File: config.mk
export PLATFORM = sky130hd
export DESIGN_NAME = irq_vector_arbiter
export DESIGN_NICKNAME = d
export VERILOG_FILES = /design/src/rtl/irq_arb_pkg.sv /design/src/rtl/irq_prio_pick.sv /design/src/rtl/irq_winner_sel.sv /design/src/rtl/irq_vector_arbiter.sv
export SDC_FILE = /design/constraint.sdc
export NUM_CORES = 1
export LEC_CHECK = 0
export ABC_AREA = 1
export BUFFER_PORTS_ARGS = -buffer_cell sky130_fd_sc_hd__buf_2
export CORE_MARGIN = 3
export CORE_UTILIZATION = 25
export CTS_CLUSTER_DIAMETER = 80
export DETAILED_ROUTE_END_ITERATION = 6
export GPL_TIMING_DRIVEN = 0
export PLACE_DENSITY = 0.48
export SYNTH_ARGS = -nofsm -noshare
export SYNTH_HDL_FRONTEND = slang
export SYNTH_SLANG_ARGS = --single-unit
export TNS_END_PERCENT = 30
File: constraint.sdc
create_clock -name clk -period 2 [get_ports clk]
set_input_delay 0 -clock clk [delete_from_list [all_inputs] [get_ports clk]]
set_output_delay 0 -clock clk [all_outputs]
set_load 0.01 [all_outputs]
File: src/rtl/irq_arb_pkg.sv
// Package: shared types and fixed table addresses for the interrupt arbiter.
// Assumes a 16-bit vector table whose top slots hold reset and the
// non-maskable entry, with peripheral slots packed downward below them.
package irq_arb_pkg;

    typedef enum logic [1:0] {
        SEL_NONE = 2'd0,
        SEL_RST  = 2'd1,
        SEL_NMI  = 2'd2,
        SEL_MASK = 2'd3
    } sel_kind_t;

    localparam logic [15:0] VEC_RESET    = 16'hFFFE;
    localparam logic [15:0] VEC_NMI      = 16'hFFFC;
    localparam logic [15:0] VEC_MASK_TOP = 16'hFFFA;
    localparam int          NMI_SRC      = 3;

endpackage

File: src/rtl/irq_prio_pick.sv
// Module: fixed-priority picker. Reports whether any bit of req is set and
// the index of the lowest set bit (index 0 ranks highest).
// Assumes N >= 1; output index is zero when nothing is set.
module irq_prio_pick #(
    parameter int N    = 8,
    localparam int IDXW = (N > 1) ? $clog2(N) : 1
) (
    input  logic [N-1:0]    req,
    output logic            hit,
    output logic [IDXW-1:0] idx
);

    // Scan downward so the lowest set index is the last one written.
    always_comb begin
        idx = '0;
        for (int i = N - 1; i >= 0; i--) begin
            if (req[i]) idx = IDXW'(i);
        end
    end

    // Any request present.
    assign hit = |req;

endmodule

File: src/rtl/irq_winner_sel.sv
// Module: combinational winner selection. Applies the masking rules, ranks
// reset over non-maskable over peripheral sources, and builds the table
// address and the flag-clear vector for the winner.
// Assumes SHARED marks peripheral slots owned by more than one source.
module irq_winner_sel
    import irq_arb_pkg::*;
#(
    parameter int          N      = 8,
    parameter logic [N-1:0] SHARED = '0,
    localparam int         IDXW   = (N > 1) ? $clog2(N) : 1
) (
    input  logic               rst_req,
    input  logic [NMI_SRC-1:0] nmi_flag,
    input  logic [NMI_SRC-1:0] nmi_en,
    input  logic [N-1:0]       irq_flag,
    input  logic [N-1:0]       irq_en,
    input  logic               gie,
    output sel_kind_t          kind,
    output logic [15:0]        addr,
    output logic [N-1:0]       clr
);

    logic [N-1:0]    eligible;
    logic            mask_hit;
    logic [IDXW-1:0] mask_idx;
    logic            nmi_hit;

    // Per-source eligibility: own flag, own enable and global enable.
    for (genvar g = 0; g < N; g++) begin : g_elig
        assign eligible[g] = irq_flag[g] & irq_en[g] & gie;
    end

    irq_prio_pick #(.N(N)) u_pick (
        .req (eligible),
        .hit (mask_hit),
        .idx (mask_idx)
    );

    // Non-maskable sources ignore the global enable.
    assign nmi_hit = |(nmi_flag & nmi_en);

    // Rank the three classes and form the table address.
    always_comb begin
        kind = SEL_NONE;
        addr = VEC_RESET;
        if (rst_req) begin
            kind = SEL_RST;
            addr = VEC_RESET;
        end else if (nmi_hit) begin
            kind = SEL_NMI;
            addr = VEC_NMI;
        end else if (mask_hit) begin
            kind = SEL_MASK;
            addr = VEC_MASK_TOP - (16'(mask_idx) << 1);
        end
    end

    // Flag clear only for a winning peripheral that owns its slot alone.
    for (genvar g = 0; g < N; g++) begin : g_clr
        assign clr[g] = (kind == SEL_MASK) && (mask_idx == IDXW'(g)) && !SHARED[g];
    end

endmodule

File: src/rtl/irq_vector_arbiter.sv
// Module: top of the interrupt arbiter. Registers the winner from
// irq_winner_sel, strobes accept for one cycle, pulses the source clears,
// and holds the address until the sequencer acks. A reset request
// replaces any non-reset choice already held.
// Assumes ack is only raised while busy; synchronous active-low rst_n.
module irq_vector_arbiter
    import irq_arb_pkg::*;
#(
    parameter int           N_SRC       = 8,
    parameter logic [N_SRC-1:0] SHARED_MASK = 8'h24
) (
    input  logic               clk,
    input  logic               rst_n,
    input  logic               rst_req,
    input  logic [NMI_SRC-1:0] nmi_flag,
    input  logic [NMI_SRC-1:0] nmi_en,
    input  logic [N_SRC-1:0]   irq_flag,
    input  logic [N_SRC-1:0]   irq_en,
    input  logic               gie,
    input  logic               ack,
    output logic               accept,
    output logic               busy,
    output logic [15:0]        vec_addr,
    output logic [N_SRC-1:0]   flag_clr,
    output logic [NMI_SRC-1:0] nmi_en_clr
);

    sel_kind_t          sel_kind;
    logic [15:0]        sel_addr;
    logic [N_SRC-1:0]   sel_clr;
    sel_kind_t          held_kind_q;
    logic               take;

    irq_winner_sel #(.N(N_SRC), .SHARED(SHARED_MASK)) u_sel (
        .rst_req  (rst_req),
        .nmi_flag (nmi_flag),
        .nmi_en   (nmi_en),
        .irq_flag (irq_flag),
        .irq_en   (irq_en),
        .gie      (gie),
        .kind     (sel_kind),
        .addr     (sel_addr),
        .clr      (sel_clr)
    );

    // Accept when idle with a winner, or when reset preempts a held choice.
    assign take = (!busy && (sel_kind != SEL_NONE)) ||
                  (busy && rst_req && (held_kind_q != SEL_RST));

    // Hold/accept state, address register and one-cycle clear pulses.
    always_ff @(posedge clk) begin
        if (!rst_n) begin
            busy        <= 1'b0;
            accept      <= 1'b0;
            vec_addr    <= VEC_RESET;
            flag_clr    <= '0;
            nmi_en_clr  <= '0;
            held_kind_q <= SEL_NONE;
        end else begin
            accept     <= 1'b0;
            flag_clr   <= '0;
            nmi_en_clr <= '0;
            if (take) begin
                busy        <= 1'b1;
                accept      <= 1'b1;
                vec_addr    <= sel_addr;
                held_kind_q <= sel_kind;
                flag_clr    <= sel_clr;
                nmi_en_clr  <= (sel_kind == SEL_NMI) ? '1 : '0;
            end else if (busy && ack) begin
                busy        <= 1'b0;
                held_kind_q <= SEL_NONE;
            end
        end
    end

    AST_HOLD_NO_STROBE: assert property (@(posedge clk) disable iff (!rst_n)
        busy && !rst_req |=> !accept);
    AST_HOLD_STABLE: assert property (@(posedge clk) disable iff (!rst_n)
        busy && !ack && !rst_req |=> $stable(vec_addr));
    AST_STROBE_BUSY: assert property (@(posedge clk) disable iff (!rst_n)
        accept |-> busy);
    AST_NMI_CLR: assert property (@(posedge clk) disable iff (!rst_n)
        (nmi_en_clr != '0) |-> accept && (vec_addr == VEC_NMI));
    AST_FLAG_CLR: assert property (@(posedge clk) disable iff (!rst_n)
        (flag_clr != '0) |-> accept && ($countones(flag_clr) == 1));
    AST_GIE_GATE: assert property (@(posedge clk) disable iff (!rst_n)
        accept && (held_kind_q == SEL_MASK) |-> $past(gie));
    AST_RST_FIRST: assert property (@(posedge clk) disable iff (!rst_n)
        accept |-> ($past(rst_req) == (vec_addr == VEC_RESET)));

endmodule

* Word level (Yosys, flattened, before mapping)
Index checks and enable logic that the tools add are counted.
** Word-level totals
- Output and inout port bits :: 29
- Bits of input ports :: 27
- Bits in registers :: 31
- Word-level logic and storage cells :: 71
** Operators by class
- $add $sub $neg :: 1
- Bitwise operators :: 17
- Multiplexer cells :: 20
- Equality and inequality tests :: 8
- Reduce and logical (&&, ||, !) cells :: 18
** Operators with widths (number)
- 16-bit 2-to-1 mux :: 3
- 3-bit 2-to-1 mux :: 9
- 1-bit AND :: 16
- 1-bit logical AND :: 10
- 2-bit 2-to-1 mux :: 5
- 3-bit equality test, second input constant :: 3
- 8-bit OR reduction :: 1
- 4-bit by 5-bit subtractor with 6-bit output, first input constant :: 1
- 2-bit equality test, second input constant :: 2
- 2-bit nonzero test :: 2
- 3-bit AND :: 1
- 3-bit by 1-bit equality test with 1-bit output, second input constant :: 1
- 3-bit by 2-bit equality test with 1-bit output, second input constant :: 1
- 3-bit zero test :: 1
- 1-bit 2-to-1 mux :: 3
- 3-bit OR reduction :: 1
- 2-bit by 1-bit != test with 1-bit output, second input constant :: 1
- 2-bit AND reduction :: 1
- 1-bit zero test :: 1
- 1-bit logical OR :: 1

* Longest topological paths before layout
Gate-level depths: netlist (run 1).
- Word-level depth :: 14
- Gate-level depth with buffers :: 12
- Gate-level depth less buffers :: 11

* Cells and area by module
From an unflattened synthesis (run 1), not the netlist that was laid out.
** Unflattened totals
- Cell total of the unflattened synthesis :: 219
- Area total of the unflattened synthesis :: 1519.0 sq um
** By module, submodules not included
- irq_vector_arbiter :: times used 1, sequential area each 580.6 sq um, area each 1062.3 sq um, cells an instance 128
- irq_winner_sel :: times used 1, sequential area each 0.0 sq um, area each 357.8 sq um, cells an instance 69
- irq_prio_pick :: times used 1, sequential area each 0.0 sq um, area each 98.8 sq um, cells an instance 22

* Worst setup path before layout (run 1)
No wires, ideal clock.
- Path kind :: flip-flop to flip-flop
- From :: reg busy
- To :: reg held_kind_q[1]
- Data required time :: 1.880 ns
- Slack :: 0.874 ns
- Period minus slack after synthesis :: 1.126 ns
- Arrival :: 1.005 ns
- Path buffers :: 0
- Stages on the path, launching flop included :: 7
- Cells stage by stage :: dfxtp_1 inv_1 nand3_1 o21bai_4 nor2_4 nand2_2 nand3_1
** On the way
- Word-level cells in the longest chain between the ends :: 4
- Elaborated cells on any way between the ends :: 8
** RTL lines
- start: declaration :: line irq_vector_arbiter.sv:22 : output logic busy,
- start signal: assignment :: line irq_vector_arbiter.sv:53 : busy <= 1'b0;
- start signal: assignment :: line irq_vector_arbiter.sv:64 : busy <= 1'b1;
- start signal: assignment :: line irq_vector_arbiter.sv:71 : busy <= 1'b0;
- 1-bit zero test or 1-bit logical AND (tied branches) :: line irq_vector_arbiter.sv:47, irq_vector_arbiter.sv:48
- 1-bit logical AND, on equally long branches :: line irq_vector_arbiter.sv:47, irq_vector_arbiter.sv:48
- 1-bit logical OR :: line irq_vector_arbiter.sv:47 : assign take = (!busy && (sel_kind != SEL_NONE)) ||
- 2-bit 2-to-1 mux or 2-bit nonzero test (tied branches)
- end signal: assignment :: line irq_vector_arbiter.sv:67 : held_kind_q <= sel_kind;
- end: declaration :: line irq_vector_arbiter.sv:31 : sel_kind_t held_kind_q;
Several ways; a longest one is shown, not always the timed one.
A chain may end at the register's enable or synchronous reset.

* Worst setup path after layout (run 1)
Same ends and word-level chain as after synthesis.

==> results of run 1 <==
-- placed cells by master, fill, tap and decap left out, types with 5 or more instances in the layout --
cell type / count
nand2_1: 31
dfxtp_1: 15
buf_4: 16
a21oi_1: 5
nand3_2: 5
inv_1: 19
nand3_1: 12
buf_2: 40
conb_1: 14
nor2_1: 11
-- critical path: stages, from the launching register on --
cell      delay (ns)
dfxtp_1         0.32
inv_1           0.10
nand3_1         0.13
o21bai_4        0.32
nor2_4          0.11
nand2_2         0.08
nand3_1         0.06
-- kinds of logic (layout without fill, tap and decap cells) --
kind of cell | count (synthesis) | after routing
AND/OR/NAND/NOR | 71 | 71
buffers and inverters | 36 | 82
flip-flops | 15 | 15
AO/OA/AOI/OAI | 8 | 8
other | 2 | 14
-- worst max path at each step --
stage | start | slack, ns | cells past startpoint | endpoint
2_1_floorplan | busy | 0.87 | 6 | held_kind_q[1]
3_3_place_gp | held_kind_q[1] | 0.77 | 7 | flag_clr[1]
3_5_place_dp | busy | 0.75 | 6 | flag_clr[3]
4_1_cts | busy | 0.73 | 6 | flag_clr[3]
5_1_grt | held_kind_q[1] | 0.61 | 7 | flag_clr[7]
6_report | busy | 0.76 | 6 | held_kind_q[1]
-- sequential cells by signal (all words and copies together), names as in the netlist --
name,cells
held_kind_q,2
accept,1
nmi_en_clr,1
vec_addr,4
flag_clr,6
busy,1
-- power by group through the flow --
stage	combinational, mW	clock (mW)	sequential, mW
6_report	0.231	0.234	0.332
5_1_grt	0.262	0.258	0.335
4_1_cts	0.232	0.240	0.332
3_5_place_dp	0.228	0	0.339
3_3_place_gp	0.225	0	0.337
2_1_floorplan	0.152	0	0.346
-- area by class of cell --
type / instances / area, sq um / area share
inverters: 19 / 71.3 / 0.0548
well taps: 46 / 57.6 / 0.0442
plain buffers: 17 / 131 / 0.101
flip-flops and latches: 15 / 300 / 0.231
repair buffers: 42 / 220 / 0.169
multi-input cells: 93 / 477 / 0.366
clock buffers: 4 / 45.0 / 0.0346
-- stage by stage --
stage	setup WS (ns)	hold slack [ns]	area (sq um)	power (mW)	instances
2_1_floorplan	0.874	0.0841	980	0.498	144
3_3_place_gp	0.772	0.205	1240	0.563	230
3_5_place_dp	0.748	0.224	1240	0.566	230
4_1_cts	0.734	0.0965	1300	0.804	236
5_1_grt	0.611	0.122	1300	0.854	236
6_report	0.762	0.0953	1300	0.796	236
-- layer usage --
layer,vias up,share of wire
met2,39,0.44
met1,363,0.46
met3,2,0.091
met5,-,0
met4,0,0.0035
li1,493,-
-- repair_timing --
action,4_1_cts,5_1_grt
hold endpoints to repair,2,0
gates resized for setup,0,0
buffers inserted,0,0
hold buffers,2,0
==> results by group, run 1 <==
Outcome
  • Status: complete, no violations

Hold path
  • Hold endpoint: held_kind_q[1]
  • Hold Path Origin: rst_req
  • HP Class: in -> reg
  • Hold path depth: 4

Global routing
  • First-pass GRT wire length: 3.37 mm
  • Pin count of the biggest net entering global routing: 11
  • Vias in the first global route: 861
  • Grt ovf: 0
  • Global routing's busiest layer: met2
  • Routing usage on met3: 0.0250
  • Initial antenna violation count: 0
  • Total global-route track usage: 0.0951
  • Met1 Track Usage GR: 0.121
  • M2 GR Usage: 0.160

Synth
  • Largest family of logic cells by synthesized area: simple AND/OR/NAND/NOR gates
  • Fraction of registers with async set or reset after synthesis: 0
  • Synth unique cells: 21
  • Seq/Total Area, Yosys: 0.321
  • Compound-gate portion of the synthesized area: 0.0602
  • Cell taking the most area after synthesis: dfxtp_1
  • EDFF count, synth: 0
  • Warning count from the yosys run: 0
  • Most common cell in the netlist: nand2_1
  • Ys flop type: dfxtp_1
  • Netlist Area Pre-Place: 935 sq um
  • Multiplexer area fraction after synthesis: 0
  • Post-synth top cells: nand2_1 (31), inv_1 (19), buf_4 (16)
  • Ranking of synthesized cells by area: dfxtp_1 (32%), buf_4 (13%), nand2_1 (12%)
  • Synth Register Bits: 15
  • Simple-gate share of the synthesized area: 0.394
  • Syn avg cell area: 7.08 sq um
  • Synth top area share: 0.321
  • Post-synthesis instance total: approximately 130
  • Xor and xnor fraction of the mapped netlist area: 0
  • Adder-Cell Fraction of Synth Area: 0

Pwr
  • Pwr dens: between 600 and 700 nW/um^2
  • Sw Ratio: 0.295
  • Internal Power: 0.561 mW
  • Combinational Power Share: 0.289
  • Sw power: around 0.23 mW
  • Sequential fraction of design power: 0.417
  • Share of total power in the clock network: 0.294
  • Leakage: about 0.73 nW
  • Peak supply drop: around 0.00022 V

Route
  • Detailed-route wire length: just over 2 mm
  • Routed WL per cell: 8.58 um
  • Vias: 897
  • DRC violations left: 0
  • Remaining antenna violation count: 0
  • DRT Pass-1 Iters: 4
  • First-iteration detailed-routing DRC count: 31
  • Vias per cell: 3.80

CTS
  • Clk_lat worst skew: roughly 0.24 ns
  • Root buf cell: clkbuf_8
  • Sink Count: 15
  • CTS tree: built
  • Clk slew on worst S/H paths: roughly 0.050 ns
  • H-tree depth: 1
  • Num CTS Buffers: 3
  • Clock tree buffer depth: 2

Layout
  • Post-layout util: 0.376
  • Area delta synth->final: 39.4%
  • Final nets: between 200 and 250
  • Ant. Diodes: 0
  • Layout cell share with drive strength beyond 1: 0.389
  • FILL cells: 388

Placed design
  • Placer Congestion: 0.759
  • Detail Placement HPWL: between 1.5 and 2 mm
  • Number of buffers added on ports: 40

Job
  • Max_cap viols: 0

Worst setup path
  • Reg2reg start: busy
  • Worst R2R Path Depth: 6
  • Startpoint class of the critical path: register
  • Crit path required time: 2.13 ns
  • Worst r2r dst: held_kind_q[1]
  • Setup CP Type: reg -> reg
  • Critical path fanouts, max: 10
  • Flop-to-flop setup slack: 0.76 ns
  • Worst EP arrival: around 1.4 ns
  • Critical Path End Type: register

Floorplan
  • Die area: 4510 sq um
  • Die X: roughly 67 um
  • Num rows: 21
  • Vert. Die Dim: approximately 67 um
  • Ports: 56
  • Initial core utilization: 0.269
  • Total core area: 3470 sq um

STA
  • RSZ-0062 raised after global routing: false
  • Count of final hold-check violations: 0
  • Maximum clock rate: 808 MHz
  • Setup violators final: 0
  • Tcrit/Tclk final: 0.619
  • Slew Limit Fails: 0
  • Setup TNS: 0 ns
  • Final Skew: ~0.0021 ns
  • Final Critical Period: 1.24 ns
Power figures use the tool's default switching activity.
==> run 2: changes to the inputs <==
- clock period: 2 -> 1.15 ns (I/O delays scaled with it)
==> run 2 against run 1 <==
Net effect:
- the flow now finishes with violations (negative setup slack)
- clock power grew 75%
- combinational power grew 97%
- design area grew 5.1%
- sequential share of layout area shrank 1.0 points
- critical path type unchanged
- largest power group unchanged
- highest routed layer unchanged
==> results by group, run 2 (synthesis gave the netlist of run 1 again) <==
Outcome
  • Status: finished, violations left (was complete, no violations)
  • Violated checks: negative setup slack

Route
  • DRC violations left: 0 (unchanged)
  • Vias: 915 (was 897)
  • DRT Pass-1 Iters: 4 (unchanged)
  • Remaining antenna violation count: 0 (unchanged)
  • Vias per cell: 3.78 (was 3.80)
  • Routed WL per cell: 8.64 um (was 8.58 um)
  • Detailed-route wire length: 2.09 mm (was 2.02 mm)
  • First-iteration detailed-routing DRC count: 25 (was 31)

Global routing
  • Initial antenna violation count: 0 (unchanged)
  • Vias in the first global route: 883 (was 861)
  • Pin count of the biggest net entering global routing: 9 (was 11)
  • First-pass GRT wire length: 3.43 mm (was 3.37 mm)
  • Total global-route track usage: 0.0975 (was 0.0951)
  • Grt ovf: 0 (unchanged)

Hold path
  • Hold Path Origin: rst_req (unchanged)
  • HP Class: in -> reg (unchanged)

Worst setup path
  • Buf/Inv on CP: 3 (was 1)
  • Critical Path End Type: register (unchanged)
  • Max incr delay on CP: 0.33 ns (was 0.32 ns)
  • Startpoint class of the critical path: register (unchanged)
  • Crit-path cells: inv_2 > nand2_2 > a21oi_2 > o21bai_4 > nor2_4 > buf_4 > inv_1 > o31ai_1 (was inv_1 > nand3_1 > o21bai_4 > nor2_4 > nand2_2 > nand3_1)
  • Crit path from: held_kind_q[1] (was busy)
  • Critical path's top delay family: flip-flops (was simple AND/OR/NAND/NOR gates)
  • CP max-delay cell: dfxtp_2 (was dfxtp_1)
  • Flop-to-flop setup slack: -0.03 ns (was 0.76 ns)
  • Worst EP arrival: 1.33 ns (was 1.37 ns)
  • Worst R2R Path Depth: 8 (was 6)
  • Crit path to: busy (was held_kind_q[1])
  • Setup CP Type: reg -> reg (unchanged)
  • Worst r2r dst: busy (was held_kind_q[1])
  • Reg2reg start: held_kind_q[1] (was busy)
  • Crit path required time: 1.30 ns (was 2.13 ns)
  • Critical path fanouts, max: 6 (was 10)
  • Number of stages on the worst setup path: 8 (was 6)

Floorplan
  • Die area: 4510 sq um (unchanged)
  • Die X: 67.1 um (unchanged)
  • Vert. Die Dim: 67.1 um (unchanged)
  • Num rows: 21 (unchanged)
  • Total core area: 3470 sq um (unchanged)
  • Ports: 56 (unchanged)
  • Initial core utilization: 0.269 (unchanged)

STA
  • Setup violators final: 5 (was 0)
  • Count of final hold-check violations: 0 (unchanged)
  • Final Skew: 0.00171 ns (was 0.00211 ns)
  • Final worst setup slack: -0.0255 ns (was 0.762 ns)
  • Hold_ws: 0.0977 ns (was 0.0953 ns)
  • Tcrit/Tclk final: 1.02 (was 0.619)
  • Final Critical Period: 1.18 ns (was 1.24 ns)
  • Maximum clock rate: 851 MHz (was 808 MHz)
  • RSZ-0062 raised after global routing: true (was false)
  • Slew Limit Fails: 0 (unchanged)

Layout
  • Final Non-Filler Cells: 242 (was 236)
  • Final nets: 224 (was 218)
  • Ant. Diodes: 0 (unchanged)
  • Area delta synth->final: 46.5% (was 39.4%)
  • Layout cell share with drive strength beyond 1: 0.449 (was 0.389)
  • Most flops, register: flag_clr (unchanged)
  • Largest registers: flag_clr: 6 flops, vec_addr: 4 flops, held_kind_q: 2 flops (unchanged)
  • Most common cell after layout, fill and taps aside: buf_2 (unchanged)
  • Commonest non-fill, non-tap cells in the layout: buf_2 (40), nand2_1 (29), buf_4 (21) (was buf_2 (40), nand2_1 (31), inv_1 (19))
  • Largest register FFs: 6 (unchanged)
  • FILL cells: 384 (was 388)

Placed design
  • Placer Congestion: 0.759 (unchanged)
  • Detail Placement HPWL: 1.74 mm (unchanged)
  • Number of buffers added on ports: 40 (unchanged)
  • Cells after DPL: 230 (unchanged)

Pwr
  • Peak supply drop: 0.000400 V (was 0.000222 V)
  • Leakage: 0.764 nW (was 0.732 nW)
  • Pwr dens: 1060 nW/um^2 (was 611 nW/um^2)

CTS
  • H-tree depth: 1 (unchanged)
  • Clk_lat worst skew: 0.24 ns (about the same)
  • Clock tree buffer depth: 2 (unchanged)
  • Root buf cell: clkbuf_8 (unchanged)
  • Sink Count: 15 (unchanged)
  • Num CTS Buffers: 3 (unchanged)
  • Clk slew on worst S/H paths: 0.06 ns (was 0.05 ns)
  • CTS tree: built (unchanged)

Job
  • Max_cap viols: 0 (unchanged)
-- run 2: repair_timing --
item,in CTS,in global routing
gates resized for setup,5,5
endpoints found under the setup margin,14,14
pin swaps,6,6
hold buffers,2,0
setup buffers,6,0
endpoints found under the hold margin,2,0
-- run 2: layout make-up --
cell class / instances / area, sq um / area share
plain buffers: 17 / 131 / 0.0960
clock buffers: 4 / 45.0 / 0.0329
inverters: 19 / 71.3 / 0.0521
multi-input cells: 93 / 493 / 0.360
flip-flops and latches: 15 / 302 / 0.220
well taps: 46 / 57.6 / 0.0420
repair buffers: 48 / 269 / 0.197
-- run 2: worst min-delay path: stages --
cell and delay [ns]:
buf_2 0.11, nor2_1 0.07, nand2_2 0.06, nand3_1 0.06
-- run 2: worst min-delay path by stage --
stage                     end  cells past startpoint
3_3_place_gp             busy                      2
5_1_grt        held_kind_q[1]                      4
4_1_cts        held_kind_q[1]                      4
3_5_place_dp      vec_addr[4]                      2
2_1_floorplan     vec_addr[4]                      1
6_report       held_kind_q[1]                      4
-- run 2: stage by stage --
step | total power [mW] | cell area (sq um) | util | setup slack (ns) | TNS, ns
6_report | 1.45 | 1370 | 0.395 | -0.0255 | -0.0521
5_1_grt | 1.55 | 1370 | 0.395 | -0.128 | -1.21
4_1_cts | 1.45 | 1360 | 0.392 | -0.0678 | -0.352
3_5_place_dp | 0.985 | 1240 | 0.357 | -0.102 | -0.913
3_3_place_gp | 0.978 | 1240 | 0.357 | -0.0784 | -0.615
2_1_floorplan | 0.866 | 980 | - | 0.0245 | 0
-- run 2: power breakdown --
group / total (mW) / switching (mW) / internal, mW
logic: 0.456 / 0.243 / 0.212
registers: 0.580 / 0.0210 / 0.559
clock network: 0.409 / 0.164 / 0.245
-- run 2: layer usage --
metal	GRT usage	wire length [um]	vias up
li1	-	-	505
met1	0.119	944	370
met2	0.171	954	38
met3	0.0250	184	2
met4	0.0228	7	0
met5	0	0	-
==> run 3: changes to the inputs <==
- ABC_AREA: 1 -> not set
- CORE_MARGIN: 3 -> not set
- CTS_CLUSTER_DIAMETER: 80 -> 30
- PLACE_DENSITY: 0.48 -> 0.49
==> run 3 against run 2 <==
Net effect:
- highest routed layer unchanged
- sequential share of layout area rose by 0.82 points
- the run still ends with negative setup slack left
- total power is 12% lower
- synthesized cell count is 22% lower
- clock skew rose by 0.0035 ns
- utilization rose by 2.9 points
==> results by group, run 3 <==
Synth
  • Post-synth top cells: buf_4 (16), dfxtp_1 (15), nand2_1 (14) (was nand2_1 (31), inv_1 (19), buf_4 (16))
  • Synth unique cells: 33 (was 21)
  • Synth top area share: 0.353 (was 0.321)
  • Fraction of registers with async set or reset after synthesis: 0 (unchanged)
  • Most common cell in the netlist: buf_4 (was nand2_1)
  • Syn avg cell area: 8.25 sq um (was 7.08 sq um)
  • Seq/Total Area, Yosys: 0.353 (was 0.321)
  • Warning count from the yosys run: 0 (unchanged)
  • Netlist Area Pre-Place: 850 sq um (was 935 sq um)
  • Synth Register Bits: 15 (unchanged)
  • Cell taking the most area after synthesis: dfxtp_1 (unchanged)
  • EDFF count, synth: 0 (unchanged)
  • Post-synthesis instance total: 103 (was 132)
  • Ranking of synthesized cells by area: dfxtp_1 (35%), buf_4 (14%), nand2_1 (6.2%) (was dfxtp_1 (32%), buf_4 (13%), nand2_1 (12%))
  • Ys flop type: dfxtp_1 (unchanged)

STA
  • Setup TNS: -2.72 ns (was -0.0521 ns)
  • Final Critical Period: 1.45 ns (was 1.18 ns)
  • Hold_ws: 0.0242 ns (was 0.0977 ns)
  • Final worst setup slack: -0.304 ns (was -0.0255 ns)
  • Slew Limit Fails: 0 (unchanged)
  • Setup violators final: 15 (was 5)
  • Tcrit/Tclk final: 1.26 (was 1.02)
  • Maximum clock rate: 688 MHz (was 851 MHz)
  • RSZ-0062 raised after global routing: true (unchanged)
  • Count of final hold-check violations: 0 (unchanged)
  • Final Skew: 0.00520 ns (was 0.00171 ns)

Pwr
  • Pwr Total: 1.27 mW (was 1.45 mW)
  • Sw power: 0.388 mW (was 0.429 mW)
  • Leakage: 0.633 nW (was 0.764 nW)
  • Sequential fraction of design power: 0.453 (was 0.402)
  • Combinational Power Share: 0.318 (was 0.315)
  • Internal Power: 0.878 mW (was 1.02 mW)
  • Pwr dens: 955 nW/um^2 (was 1060 nW/um^2)
  • Peak supply drop: 0.000279 V (was 0.000400 V)
  • Share of total power in the clock network: 0.229 (was 0.283)
  • Sw Ratio: 0.306 (was 0.297)

CTS
  • Clk slew on worst S/H paths: 0.09 ns (was 0.06 ns)
  • Sink Count: 15 (unchanged)
  • CTS tree: built (unchanged)
  • Num CTS Buffers: 3 (unchanged)
  • H-tree depth: 1 (unchanged)
  • Root buf cell: clkbuf_4 (was clkbuf_8)
  • Clk_lat worst skew: 0.28 ns (was 0.24 ns)
  • Clock tree buffer depth: 2 (unchanged)

Global routing
  • Pin count of the biggest net entering global routing: 10 (was 9)
  • Grt ovf: 0 (unchanged)
  • Vias in the first global route: 871 (was 883)
  • Total global-route track usage: 0.132 (was 0.0975)
  • Initial antenna violation count: 0 (unchanged)
  • First-pass GRT wire length: 3.53 mm (was 3.43 mm)

Outcome
  • Status: finished, violations left (unchanged)
  • Violated checks: negative setup slack (unchanged)

Placed design
  • Pre-CTS setup slack: -0.823 ns (was -0.102 ns)
  • Cells after DPL: 199 (was 230)
  • Post-DP Area: 1150 sq um (was 1240 sq um)
  • Detail Placement HPWL: 1.73 mm (was 1.74 mm)
  • Placer Congestion: 0.863 (was 0.759)
  • Number of buffers added on ports: 40 (unchanged)

Layout
  • Commonest non-fill, non-tap cells in the layout: buf_2 (39), buf_4 (22), conb_1 (14) (was buf_2 (40), nand2_1 (29), buf_4 (21))
  • Final nets: 196 (was 224)
  • Largest register FFs: 6 (unchanged)
  • FILL cells: 331 (was 384)
  • Most common cell after layout, fill and taps aside: buf_2 (unchanged)
  • FF/Latch Area: 303 sq um (was 302 sq um)
  • Most flops, register: flag_clr (unchanged)
  • Largest registers: flag_clr: 6 flops, vec_addr: 4 flops, held_kind_q: 2 flops (unchanged)
  • Post-layout instance area: 1330 sq um (was 1370 sq um)
  • Area of the multi-input gates: 517 sq um (was 493 sq um)
  • Area delta synth->final: 56.0% (was 46.5%)
  • Layout cell share with drive strength beyond 1: 0.494 (was 0.449)
  • Ant. Diodes: 0 (unchanged)
  • Final Non-Filler Cells: 212 (was 242)
  • Post-layout util: 0.424 (was 0.395)

Route
  • Detailed-route wire length: 2.23 mm (was 2.09 mm)
  • Routed WL per cell: 10.5 um (was 8.64 um)
  • Vias: 948 (was 915)
  • DRT Pass-1 Iters: 4 (unchanged)
  • First-iteration detailed-routing DRC count: 20 (was 25)
  • Remaining antenna violation count: 0 (unchanged)
  • Vias per cell: 4.47 (was 3.78)
  • DRC violations left: 0 (unchanged)

Floorplan
  • Die area: 3640 sq um (was 4510 sq um)
  • Initial core utilization: 0.272 (was 0.269)
  • Die X: 60.3 um (was 67.1 um)
  • Vert. Die Dim: 60.3 um (was 67.1 um)
  • Total core area: 3130 sq um (was 3470 sq um)
  • Num rows: 20 (was 21)
  • Ports: 56 (unchanged)

Job
  • Max_cap viols: 0 (unchanged)

Worst setup path
  • Flop-to-flop setup slack: -0.30 ns (was -0.03 ns)
  • Startpoint class of the critical path: register (unchanged)
  • Critical Path End Type: register (unchanged)
  • Crit-path cells: nor2b_4 > o21ai_4 > o41ai_4 > or3_4 > nor4_2 (was inv_2 > nand2_2 > a21oi_2 > o21bai_4 > nor2_4 > buf_4 > inv_1 > o31ai_1)
  • Worst EP arrival: 1.64 ns (was 1.33 ns)
  • Crit path required time: 1.34 ns (was 1.30 ns)
  • Setup CP Type: reg -> reg (unchanged)
  • Critical path fanouts, max: 3 (was 6)
  • CP max-delay cell: or3_4 (was dfxtp_2)
  • Buf/Inv on CP: 0 (was 3)
  • Max incr delay on CP: 0.36 ns (was 0.33 ns)
  • Critical path's top delay family: simple AND/OR/NAND/NOR gates (was flip-flops)

Hold path
  • HP Class: in -> reg (unchanged)
==> run 3: changes by cell type in the layout (fill, tap and decap cells not counted), sizes merged, moves of 2 or more <==
cell    delta
nand2     -21
nand3     -16
inv       -15
nor2       -6
nor2b      +4
a22o       +3
o211ai     +3
a22oi      +2
nor4       +2
==> run 3: metal layers <==
layer | global-route usage | wire length [um]
met1 | 0.146 | 971
met3 | 0.0281 | 177
met4 | 0.0897 | 56
met2 | 0.224 | 1020
met5 | 0 | 0
==> run 3: power by group through the flow <==
stage / Clock, mW / Sequential [mW] / Combinational (mW)
2_1_floorplan: 0 / 0.588 / 0.206
3_3_place_gp: 0 / 0.578 / 0.322
3_5_place_dp: 0 / 0.579 / 0.325
4_1_cts: 0.302 / 0.572 / 0.379
5_1_grt: 0.339 / 0.579 / 0.440
6_report: 0.290 / 0.573 / 0.403
==> run 3: logic make-up (layout without fill, tap and decap cells) <==
group,count (synthesis),in the layout,synth area share
flip-flops,15,15,0.353
other,2,14,0.00884
AND/OR/NAND/NOR,38,38,0.211
AO/OA/AOI/OAI,27,27,0.262
buffers and inverters,21,74,0.165
==> run 3: final timing paths <==
kind / cells past startpoint / end / from
worst max-delay path: 5 / flag_clr[3] / held_kind_q[0]
worst min-delay path: 2 / held_kind_q[0] / rst_n
worst max register to register: 5 / flag_clr[3] / held_kind_q[0]
worst min register to register: 2 / vec_addr[2] / vec_addr[2]
==> run 3: final cells by class <==
cell class	instances	area share
Multi-Input combinational cell	79	0.390
Sequential cell	15	0.229
Timing Repair Buffer	49	0.213
Buffer	17	0.0944
Tap cell	44	0.0415
Clock buffer	3	0.0170
Inverter	4	0.0113
Clock inverter	1	0.00378
==> run 3: repair_timing <==
action | in CTS | in global routing
setup buffers | 6 | 1
hold buffers | 2 | 0
gates cloned | 0 | 0
pin swaps | 8 | 1
resized for setup | 12 | 5
endpoints found under the setup margin | 15 | 15
endpoints found under the hold margin | 3 | 0
